--- config.mk ---
export PLATFORM = sky130hd
export DESIGN_NAME = otp_prog_verify
export DESIGN_NICKNAME = d
export VERILOG_FILES = /design/src/rtl/otp_pkg.sv /design/src/rtl/otp_setup_guard.sv /design/src/rtl/otp_pulse_ctr.sv /design/src/rtl/otp_lock_decode.sv /design/src/rtl/otp_prog_verify.sv
export SDC_FILE = /design/constraint.sdc
export NUM_CORES = 2
export LEC_CHECK = 0
export BUFFER_PORTS_ARGS = -buffer_cell sky130_fd_sc_hd__clkbuf_2
export CAP_MARGIN = 40
export CORE_MARGIN = 2
export CORE_UTILIZATION = 45
export DETAILED_ROUTE_END_ITERATION = 7
export PLACE_DENSITY_LB_ADDON = 0.15
export SYNTH_ARGS = -nofsm -noshare
export SYNTH_HDL_FRONTEND = slang
export SYNTH_SLANG_ARGS = --single-unit
--- constraint.sdc ---
create_clock -name clk_i -period 4.5 [get_ports clk_i]
set_clock_uncertainty 0.05 [all_clocks]
set_input_delay 0.675 -clock clk_i [delete_from_list [all_inputs] [get_ports clk_i]]
set_output_delay 0.675 -clock clk_i [all_outputs]
set_load 0.02 [all_outputs]
--- src/rtl/otp_pkg.sv ---
package otp_pkg;
  typedef enum logic [2:0] {
    M_IDLE   = 3'd0,
    M_PCODE  = 3'd1,
    M_VCODE  = 3'd2,
    M_PCRYPT = 3'd3,
    M_PLB1   = 3'd4,
    M_PLB2   = 3'd5,
    M_PLB3   = 3'd6,
    M_RSIG   = 3'd7
  } mode_e;

  localparam int unsigned SIG_A0 = 'h30;
  localparam int unsigned SIG_A1 = 'h31;
  localparam int unsigned SIG_A2 = 'h60;
  localparam logic [7:0]  SIG_V0 = 8'h89;
  localparam logic [7:0]  SIG_V1 = 8'h58;

  function automatic logic [7:0] sig_byte(input logic [13:0] a, input logic [7:0] dev);
    if (a == 14'(SIG_A0))      return SIG_V0;
    else if (a == 14'(SIG_A1)) return SIG_V1;
    else if (a == 14'(SIG_A2)) return dev;
    else                       return 8'hFF;
  endfunction

  function automatic logic is_lock_mode(input mode_e m);
    return (m == M_PLB1) || (m == M_PLB2) || (m == M_PLB3);
  endfunction
endpackage

--- src/rtl/otp_setup_guard.sv ---
module otp_setup_guard #(
  parameter int TGT_W      = 25,
  parameter int SETUP_CLKS = 48
) (
  input  logic             clk_i,
  input  logic             rst_ni,
  input  logic [TGT_W-1:0] tgt_i,
  input  logic             prog_n_i,
  input  logic             vpp_i,
  output logic             strobe_o,
  output logic             tgt_chg_o
);
  localparam int SC_W = $clog2(SETUP_CLKS + 1);

  logic [TGT_W-1:0] snap_q;
  logic [SC_W-1:0]  stab_q;
  logic             prog_q;
  logic             ready;

  assign tgt_chg_o = (snap_q != tgt_i);
  assign ready     = (stab_q == SC_W'(SETUP_CLKS));
  assign strobe_o  = prog_q & ~prog_n_i & vpp_i & ready & ~tgt_chg_o;

  always_ff @(posedge clk_i or negedge rst_ni) begin
    if (!rst_ni) begin
      snap_q <= '0;
      stab_q <= '0;
      prog_q <= 1'b1;
    end else begin
      prog_q <= prog_n_i;
      snap_q <= tgt_i;
      if (tgt_chg_o)  stab_q <= '0;
      else if (!ready) stab_q <= stab_q + 1'b1;
    end
  end

  // a counted strobe never sees a target that moved in the last cycle
  p_setup_stable_r7: assert property (@(posedge clk_i) disable iff (!rst_ni)
    strobe_o |-> $stable(tgt_i));
endmodule

--- src/rtl/otp_pulse_ctr.sv ---
module otp_pulse_ctr #(
  parameter int CNT_W = 5
) (
  input  logic             clk_i,
  input  logic             rst_ni,
  input  logic             clr_i,
  input  logic             pulse_i,
  input  logic [CNT_W-1:0] need_i,
  output logic             commit_o
);
  logic [CNT_W-1:0] cnt_q;
  logic             done_q;

  assign commit_o = pulse_i & ~clr_i & ~done_q & (cnt_q == need_i - 1'b1);

  always_ff @(posedge clk_i or negedge rst_ni) begin
    if (!rst_ni) begin
      cnt_q  <= '0;
      done_q <= 1'b0;
    end else if (clr_i) begin
      cnt_q  <= '0;
      done_q <= 1'b0;
    end else if (commit_o) begin
      cnt_q  <= '0;
      done_q <= 1'b1;
    end else if (pulse_i && !done_q) begin
      cnt_q  <= cnt_q + 1'b1;
    end
  end

  p_commit_once_r2: assert property (@(posedge clk_i) disable iff (!rst_ni)
    commit_o |=> !commit_o);
endmodule

--- src/rtl/otp_lock_decode.sv ---
module otp_lock_decode (
  input  logic [2:0] lb_i,  // 1 = unprogrammed
  output logic       movc_int_en_o,
  output logic       ea_latch_o,
  output logic       prog_en_o,
  output logic       verify_en_o,
  output logic       ext_exec_en_o
);
  logic [2:0] lvl;  // 1..4

  always_comb begin
    if (lb_i[0])      lvl = 3'd1;
    else if (lb_i[1]) lvl = 3'd2;
    else if (lb_i[2]) lvl = 3'd3;
    else              lvl = 3'd4;
  end

  assign movc_int_en_o = (lvl < 3'd2);
  assign ea_latch_o    = (lvl >= 3'd2);
  assign prog_en_o     = (lvl < 3'd2);
  assign verify_en_o   = (lvl < 3'd3);
  assign ext_exec_en_o = (lvl < 3'd4);
endmodule

--- src/rtl/otp_prog_verify.sv ---
module otp_prog_verify
  import otp_pkg::*;
#(
  parameter int         ADDR_W      = 14,
  parameter int         DATA_W      = 8,
  parameter int         CODE_AW     = 8,
  parameter int         CRYPT_AW    = 6,
  parameter int         SETUP_CLKS  = 48,
  parameter int         CODE_PULSES = 5,
  parameter int         AUX_PULSES  = 25,
  parameter logic [7:0] DEV_CODE    = 8'hFB
) (
  input  logic              clk_i,
  input  logic              rst_ni,
  input  logic [2:0]        mode_i,
  input  logic [ADDR_W-1:0] addr_i,
  input  logic [DATA_W-1:0] data_i,
  input  logic              prog_n_i,
  input  logic              vpp_i,
  output logic [DATA_W-1:0] vfy_data_o,
  output logic              movc_int_en_o,
  output logic              ea_latch_o,
  output logic              prog_en_o,
  output logic              verify_en_o,
  output logic              ext_exec_en_o
);
  localparam int CODE_N = 1 << CODE_AW;
  localparam int CRYPT_N = 1 << CRYPT_AW;
  localparam int TGT_W = 3 + ADDR_W + DATA_W;
  localparam int CNT_W = $clog2(AUX_PULSES + 1);

  mode_e mode;
  assign mode = mode_e'(mode_i);

  logic [DATA_W-1:0] code_q  [CODE_N];
  logic [DATA_W-1:0] crypt_q [CRYPT_N];
  logic [2:0]        lb_q;

  logic [CODE_AW-1:0]  cidx;
  logic [CRYPT_AW-1:0] eidx;
  assign cidx = addr_i[CODE_AW-1:0];
  assign eidx = addr_i[CRYPT_AW-1:0];

  logic strobe, tgt_chg, allow, commit;
  logic [CNT_W-1:0] need;

  otp_setup_guard #(.TGT_W(TGT_W), .SETUP_CLKS(SETUP_CLKS)) u_guard (
    .clk_i, .rst_ni,
    .tgt_i    ({mode_i, addr_i, data_i}),
    .prog_n_i, .vpp_i,
    .strobe_o (strobe),
    .tgt_chg_o(tgt_chg)
  );

  always_comb begin
    unique case (mode)
      M_PCODE, M_PCRYPT:    allow = prog_en_o;
      M_PLB1, M_PLB2, M_PLB3: allow = 1'b1;
      default:              allow = 1'b0;
    endcase
  end

  assign need = (mode == M_PCODE) ? CNT_W'(CODE_PULSES) : CNT_W'(AUX_PULSES);

  otp_pulse_ctr #(.CNT_W(CNT_W)) u_cnt (
    .clk_i, .rst_ni,
    .clr_i   (tgt_chg),
    .pulse_i (strobe & allow),
    .need_i  (need),
    .commit_o(commit)
  );

  always_ff @(posedge clk_i or negedge rst_ni) begin
    if (!rst_ni) begin
      for (int i = 0; i < CODE_N; i++) code_q[i] <= '1;
    end else if (commit && mode == M_PCODE) begin
      code_q[cidx] <= code_q[cidx] & data_i;
    end
  end

  always_ff @(posedge clk_i or negedge rst_ni) begin
    if (!rst_ni) begin
      for (int i = 0; i < CRYPT_N; i++) crypt_q[i] <= '1;
    end else if (commit && mode == M_PCRYPT) begin
      crypt_q[eidx] <= crypt_q[eidx] & data_i;
    end
  end

  for (genvar g = 0; g < 3; g++) begin : g_lb
    always_ff @(posedge clk_i or negedge rst_ni) begin
      if (!rst_ni)                                    lb_q[g] <= 1'b1;
      else if (commit && mode_i == 3'(int'(M_PLB1) + g)) lb_q[g] <= 1'b0;
    end
  end

  otp_lock_decode u_lock (
    .lb_i          (lb_q),
    .movc_int_en_o,
    .ea_latch_o,
    .prog_en_o,
    .verify_en_o,
    .ext_exec_en_o
  );

  always_comb begin
    unique case (mode)
      M_VCODE: vfy_data_o = verify_en_o ? (code_q[cidx] ~^ crypt_q[eidx]) : '1;
      M_RSIG:  vfy_data_o = sig_byte(14'(addr_i), DEV_CODE);
      default: vfy_data_o = '1;
    endcase
  end

  p_lock_clear_only_r4: assert property (@(posedge clk_i) disable iff (!rst_ni)
    (lb_q & ~$past(lb_q)) == 3'b000);
  p_commit_vpp_r6: assert property (@(posedge clk_i) disable iff (!rst_ni)
    commit |-> vpp_i);
  p_lock_cumulative_r9: assert property (@(posedge clk_i) disable iff (!rst_ni)
    !verify_en_o |-> (!prog_en_o && ea_latch_o));
  p_ext_cumulative_r10: assert property (@(posedge clk_i) disable iff (!rst_ni)
    !ext_exec_en_o |-> !verify_en_o);
endmodule

Yosys cells after proc, flatten, opt, wreduce, memory -nomap -nowiden
Index checks and enable logic that the tools add are counted.
- flip-flop bits (word level): 2601
- bits in latches: 0
- memory bits (writable): 0
- memory bits (read-only): 0
- bits of input ports: 29
- output and inout port bits: 13
- memories kept: 0
- $add $sub $neg: 3
- multipliers: 0
- divide/modulo/power cells: 0
- order comparisons: 8
- equal/unequal tests: 14
- shifts and indexed selects: 0
- mux-type cells: 29
- bitwise operators: 16
- reduce and logical (&&, ||, !) cells: 13
- operators by type and width (kind ; number):
    bitwise mux 2048 bit ; 1
    bitwise mux 512 bit ; 1
    2-to-1 mux 8 bit ; 9
    binary-select mux 8 bit (select 8 bit) ; 1
    demux 8 bit (select 8 bit) ; 1
    binary-select mux 8 bit (select 6 bit) ; 1
    demux 8 bit (select 6 bit) ; 1
    equality test 14 x 6 -> 1 bit (second input constant) ; 2
    != test 25 bit ; 1
    2-to-1 mux 5 bit ; 4
    AND 8 bit ; 2
    case mux 8 bit (2 select lines) ; 1
    equality test 14 x 7 -> 1 bit (second input constant) ; 1
    equality test 3 bit (second input constant) ; 4
    2-to-1 mux 3 bit ; 4
    2-to-1 mux 6 bit ; 2
    >= comparator 9 bit (second input constant) ; 1
    < comparator 9 x 1 -> 1 bit (second input constant) ; 1
    inverter 8 -> 9 bit ; 1
    AND 1 bit ; 8
    logical AND 1 bit ; 8
    XNOR 8 bit ; 1
    >= comparator 7 bit (second input constant) ; 1
    < comparator 7 x 1 -> 1 bit (second input constant) ; 1
    other kinds (20) ; 25

Depth between registers and ports, before layout
- depth after elaboration: 11
- gate-level depth with buffers: 15

By module
From an unflattened synthesis, not the netlist that was laid out.
- cells, all modules: 9374
- area, all modules: 117617.8 µm²
- modules (own cells, without submodules) (module ; instances ; cells each ; area an instance (µm²) ; sequential area each (µm²)):
    otp_prog_verify ; 1 ; 9235 ; 115897.4 ; 67343.3
    otp_setup_guard ; 1 ; 93 ; 1275.0 ; 802.0
    otp_pulse_ctr ; 1 ; 41 ; 417.9 ; 150.1
    otp_lock_decode ; 1 ; 5 ; 27.5 ; 0.0

Worst setup path before layout
No wires, ideal clock.
- kind: in2out
- from: input port addr_i[0]
- to: output port vfy_data_o[7]
- arrival time: 3.567 ns
- setup slack: 0.208 ns
- cell stages on the path: 10
- buffers on the path: 5
- cells stage by stage: buf_6 -> buf_6 -> buf_6 -> buf_6 -> buf_2 -> mux4_2 -> mux4_2 -> mux4_2 -> xor2_1 -> a21oi_1
- word-level cells in the longest chain between the ends: 7
- elaborated cells on any way between the ends: 15
- those cells by class: eq/ne: 2; mux: 10; bitwise: 3
- ends and longest elaborated chain (item ; RTL line ; text):
    start, declared ; otp_prog_verify.sv:16 ; input logic [ADDR_W-1:0] addr_i,
    inverter 8 -> 9 bit (implied by the code) / inverter 6 -> 7 bit (equally long branches) ; otp_prog_verify.sv:107 ; M_VCODE: vfy_data_o = verify_en_o ? (code_q[cidx] ~^ crypt_q[eidx]) : '1;
    binary-select mux 8 bit (select 8 bit) / binary-select mux 8 bit (select 6 bit) (equally long branches) ; otp_prog_verify.sv:107 ;
    2-to-1 mux 8 bit (implied by the code) (2 in series) ; otp_prog_verify.sv:107 ;
    XNOR 8 bit ; otp_prog_verify.sv:107 ;
    2-to-1 mux 8 bit ; otp_prog_verify.sv:107 ;
    case mux 8 bit (2 select lines) * ; otp_prog_verify.sv:106 ; unique case (mode)
    end, declared ; otp_prog_verify.sv:20 ; output logic [DATA_W-1:0] vfy_data_o,
Mark *: on every way between the ends. The rest lies on a longest branch, timed or not. The select of a mux whose other input is x is not followed.

Worst setup path in the final report
- from: input port addr_i[0]
- to: output port vfy_data_o[1]
Same word-level chain as after synthesis.

==> impl_metrics.env <==
export IMPL_status="finished, violations left"
export IMPL_violations="setup timing"
export IMPL_dp_cells=13915
export IMPL_vias_per_cell=6.471
export IMPL_cap_violations=0
export IMPL_h_tree_depth=5
export IMPL_grt_max_degree=188
export IMPL_post_route_min_period_ps=4893
export IMPL_synth_edf_count=0
export IMPL_area_delta_synth_final_pct=19.20
export IMPL_synth_cells=10538
export IMPL_clk_latency_ps=940
export IMPL_relSlewSlack=0.2354
export IMPL_cts_sinks=2601
export IMPL_critical_path_class="input port to primary output"
export IMPL_antenna_found_initial=22
export IMPL_core_area_um2=264400
export IMPL_vdd_ir_drop_max_uv=325.0
export IMPL_synth_area_um2=119300
export IMPL_max_freq_mhz=204.4
export IMPL_row_count=189
export IMPL_slowest_stage="mux4_2"
export IMPL_wl_per_cell_um=30.32
export IMPL_drc=0
export IMPL_ys_seq_elements=2601
export IMPL_grt_overflow_total=0
export IMPL_rsz0062_at_grt="yes"
export IMPL_grt_pass1_wl_mm=646.8
export IMPL_synth_seq_area_share=0.5726
export IMPL_hold_viol=0
export IMPL_endpoint_kind="primary output"
export IMPL_worst_pin_slew_ps=1147
export IMPL_firstDrtPassIters=8
export IMPL_dieArea_um2=269200
export IMPL_vias=94467
export IMPL_cts_clk_slew_worst_paths_ps=60
export IMPL_synth_distinct_cells=58
export IMPL_finalWirelength_mm=442.7
export IMPL_final_cells=14599
export IMPL_hp_class="input port to flip-flop"
export IMPL_dp_hpwl_mm=278.9
export IMPL_final_period_utilization=1.087
export IMPL_leakagePower_nw=48.79
export IMPL_antenna_left=0
export IMPL_finalSetupViolCount=9
export IMPL_root_buffer="clkbuf_16"
export IMPL_async_flop_share=1.000
export IMPL_fillers=22548
export IMPL_cts_max_path_buffers=4
export IMPL_fin_setup_tns_ps=-2201
export IMPL_slew_violations=0
export IMPL_first_iter_violations=10590
export IMPL_cts_tree="yes"
export IMPL_io_pins=42
export IMPL_avgSynthCellArea_um2=11.32
export IMPL_dieWidth_um=518.8
export IMPL_worst_path_max_fanout=8
export IMPL_place_congestion=0.9210
export IMPL_setup_slack_ps=-392.7
export IMPL_layout_nets=10874
export IMPL_grt_pass1_vias=94316
export IMPL_die_h_um=518.8
export IMPL_startpoint_type="input port"
export IMPL_power_density_nw_per_um2=353.4
export IMPL_numCtsBuffers=293
export IMPL_reg2reg_slack_ps=30
export IMPL_drive_gt1_frac=0.4487
export IMPL_ys_warn_count=0
export IMPL_required_ps=3770
export IMPL_cpPeakStageDelay_ps=540
export IMPL_grtUsageTotal=0.3197
export IMPL_crit_path_cell_trace="buf_16, buf_16, buf_16, buf_8, mux4_2, a22oi_2, buf_6, a21oi_2, o41ai_4, buf_4, nand4_1, buf_4, xor2_1, a21oi_2, buf_4, clkbuf_8"
export IMPL_syn_num_nets=10571
export IMPL_cp_arrival_ps=4170
export IMPL_start_util=0.4511
export IMPL_portBuffers=41
export IMPL_dominantRegCellSynth="dfstp_2"
-- power by group --
part | switching, W | internal (W) | leakage [nW]
clock | 0.0101 | 0.0144 | 4.78
combinational | 0.00145 | 0.000690 | 17.1
sequential | 0.00000509 | 0.0235 | 26.9
total | 0.0116 | 0.0387 | 48.8
-- final timing paths --
| kind | start | endpoint | cells after the start |
|---|---|---|---|
| min in group asynchronous | rst_ni | code_q[1087] | 2 |
| worst max register to register | code_q[175] | code_q[815] | 23 |
| worst min-delay path | data_i[5] | u_guard.snap_q[5] | 1 |
| max in group asynchronous | rst_ni | code_q[1362] | 4 |
| worst max-delay path | addr_i[0] | vfy_data_o[1] | 16 |
| worst min register to register | crypt_q[279] | crypt_q[279] | 2 |
-- timing repair --
item                                    CTS  global route
gates cloned                             13            26
resized for setup                       178           151
hold buffers                             12             0
endpoints found under the setup margin    8           264
endpoints found under the hold margin    47             0
pin swaps                                45            56
setup buffers                            59            72
-- logic make-up after synthesis --
kind of cell,count (synthesis),synth area share
AO/OA/AOI/OAI,5037,0.2183
XOR/XNOR,38,0.002790
adder cells (fa/ha/maj),4,0.0004196
buffers and inverters,1061,0.03749
flip-flops,2601,0.5726
multiplexers,688,0.1297
AND/OR/NAND/NOR,1109,0.03866
-- critical path, delay by kind of cell --
family,cells,cell delay [ps]
and+or+nand+nor,1,180
xor gates and xnor gates,1,150
AOI/OAI and AO/OA,4,1040
buffers and inverters,9,1500
muxes,1,540
-- through the flow --
step	util	power [W]	instance area [um2]	hold WS [ps]	worst slack, ps
floorplan	-	0.02459	119300	329.4	207.6
detailed placement	0.4871	0.02577	128800	405.2	-1218
finish	0.5377	0.05024	142200	58.99	-392.7
CTS	0.5309	0.05048	140400	12.59	-356.1
global route	0.5377	0.05160	142200	38.71	-366.2
global placement	0.4870	0.02574	128800	399.9	-1353
-- final cells by class --
| type | instances | area, um2 | area share |
|---|---|---|---|
| clock buffer | 431 | 8526 | 0.05997 |
| multi-input combinational | 6876 | 47750 | 0.3358 |
| sequential | 2601 | 68300 | 0.4804 |
| inverter | 11 | 41.29 | 0.0002904 |
| antenna | 4 | 10.01 | 0.00007041 |
| timing repair buffer | 1058 | 11950 | 0.08403 |
| clock inverter | 85 | 1184 | 0.008326 |
| tap | 3533 | 4420 | 0.03109 |
-- layout by cell type (no fill, tap or decap), types with 11 or more instances in the layout --
master and n:
nand2_1 872, buf_4 690, buf_8 13, clkbuf_1 75, dlygate4sd3_1 12, a22oi_2 68, inv_1 11, nor2_1 60
nand3_1 40, a21oi_1 76, dfstp_2 2564, bufinv_16 22, nand4_1 20, nor3_1 36, clkbuf_16 319, buf_16 34
clkinv_2 38, xor2_1 30, a21oi_2 43, a21oi_4 19, clkbuf_8 64, o21ai_2 20, o21ai_0 4179, o41ai_2 15
o21ai_1 415, mux4_2 686, dfrtp_1 37, a22oi_1 176, buf_6 39, o41ai_4 11, clkbuf_2 28, buf_12 212
-- sequential cells by signal, summed over array words and instances (netlist names) --
register / flops
code_q: 2048
u_guard.snap_q: 25
u_guard.stab_q: 6
u_cnt.done_q: 1
lb_q: 3
u_cnt.cnt_q: 5
u_guard.prog_q: 1
crypt_q: 512
-- synthesized netlist by cell type (all sizes together), types with 4 or more instances --
cell,instances,area share
and2,6,0.00031
nand3b,7,0.00044
or2,8,0.00042
a21oi,138,0.0058
nand4,21,0.0012
mux4,686,0.13
dfrtp,37,0.0078
nand2,887,0.028
or4,6,0.00038
nor3,37,0.0016
nand3,40,0.0017
ha,4,0.00042
nor2,62,0.0020
buf,237,0.011
inv,11,0.00035
o41ai,29,0.0021
nor2b,6,0.00031
a22oi,244,0.015
o21ai,4615,0.19
clkbuf,813,0.026
nor4,10,0.0012
nand2b,8,0.00042
dfstp,2564,0.56
xor2,35,0.0026
-- per-layer routing --
layer / GRT usage / share of wire
met5: 0 / 0.00029
met4: 0.1606 / 0.055
met3: 0.08431 / 0.10
met2: 0.4841 / 0.45
met1: 0.4257 / 0.39
Power figures use the tool's default switching activity.
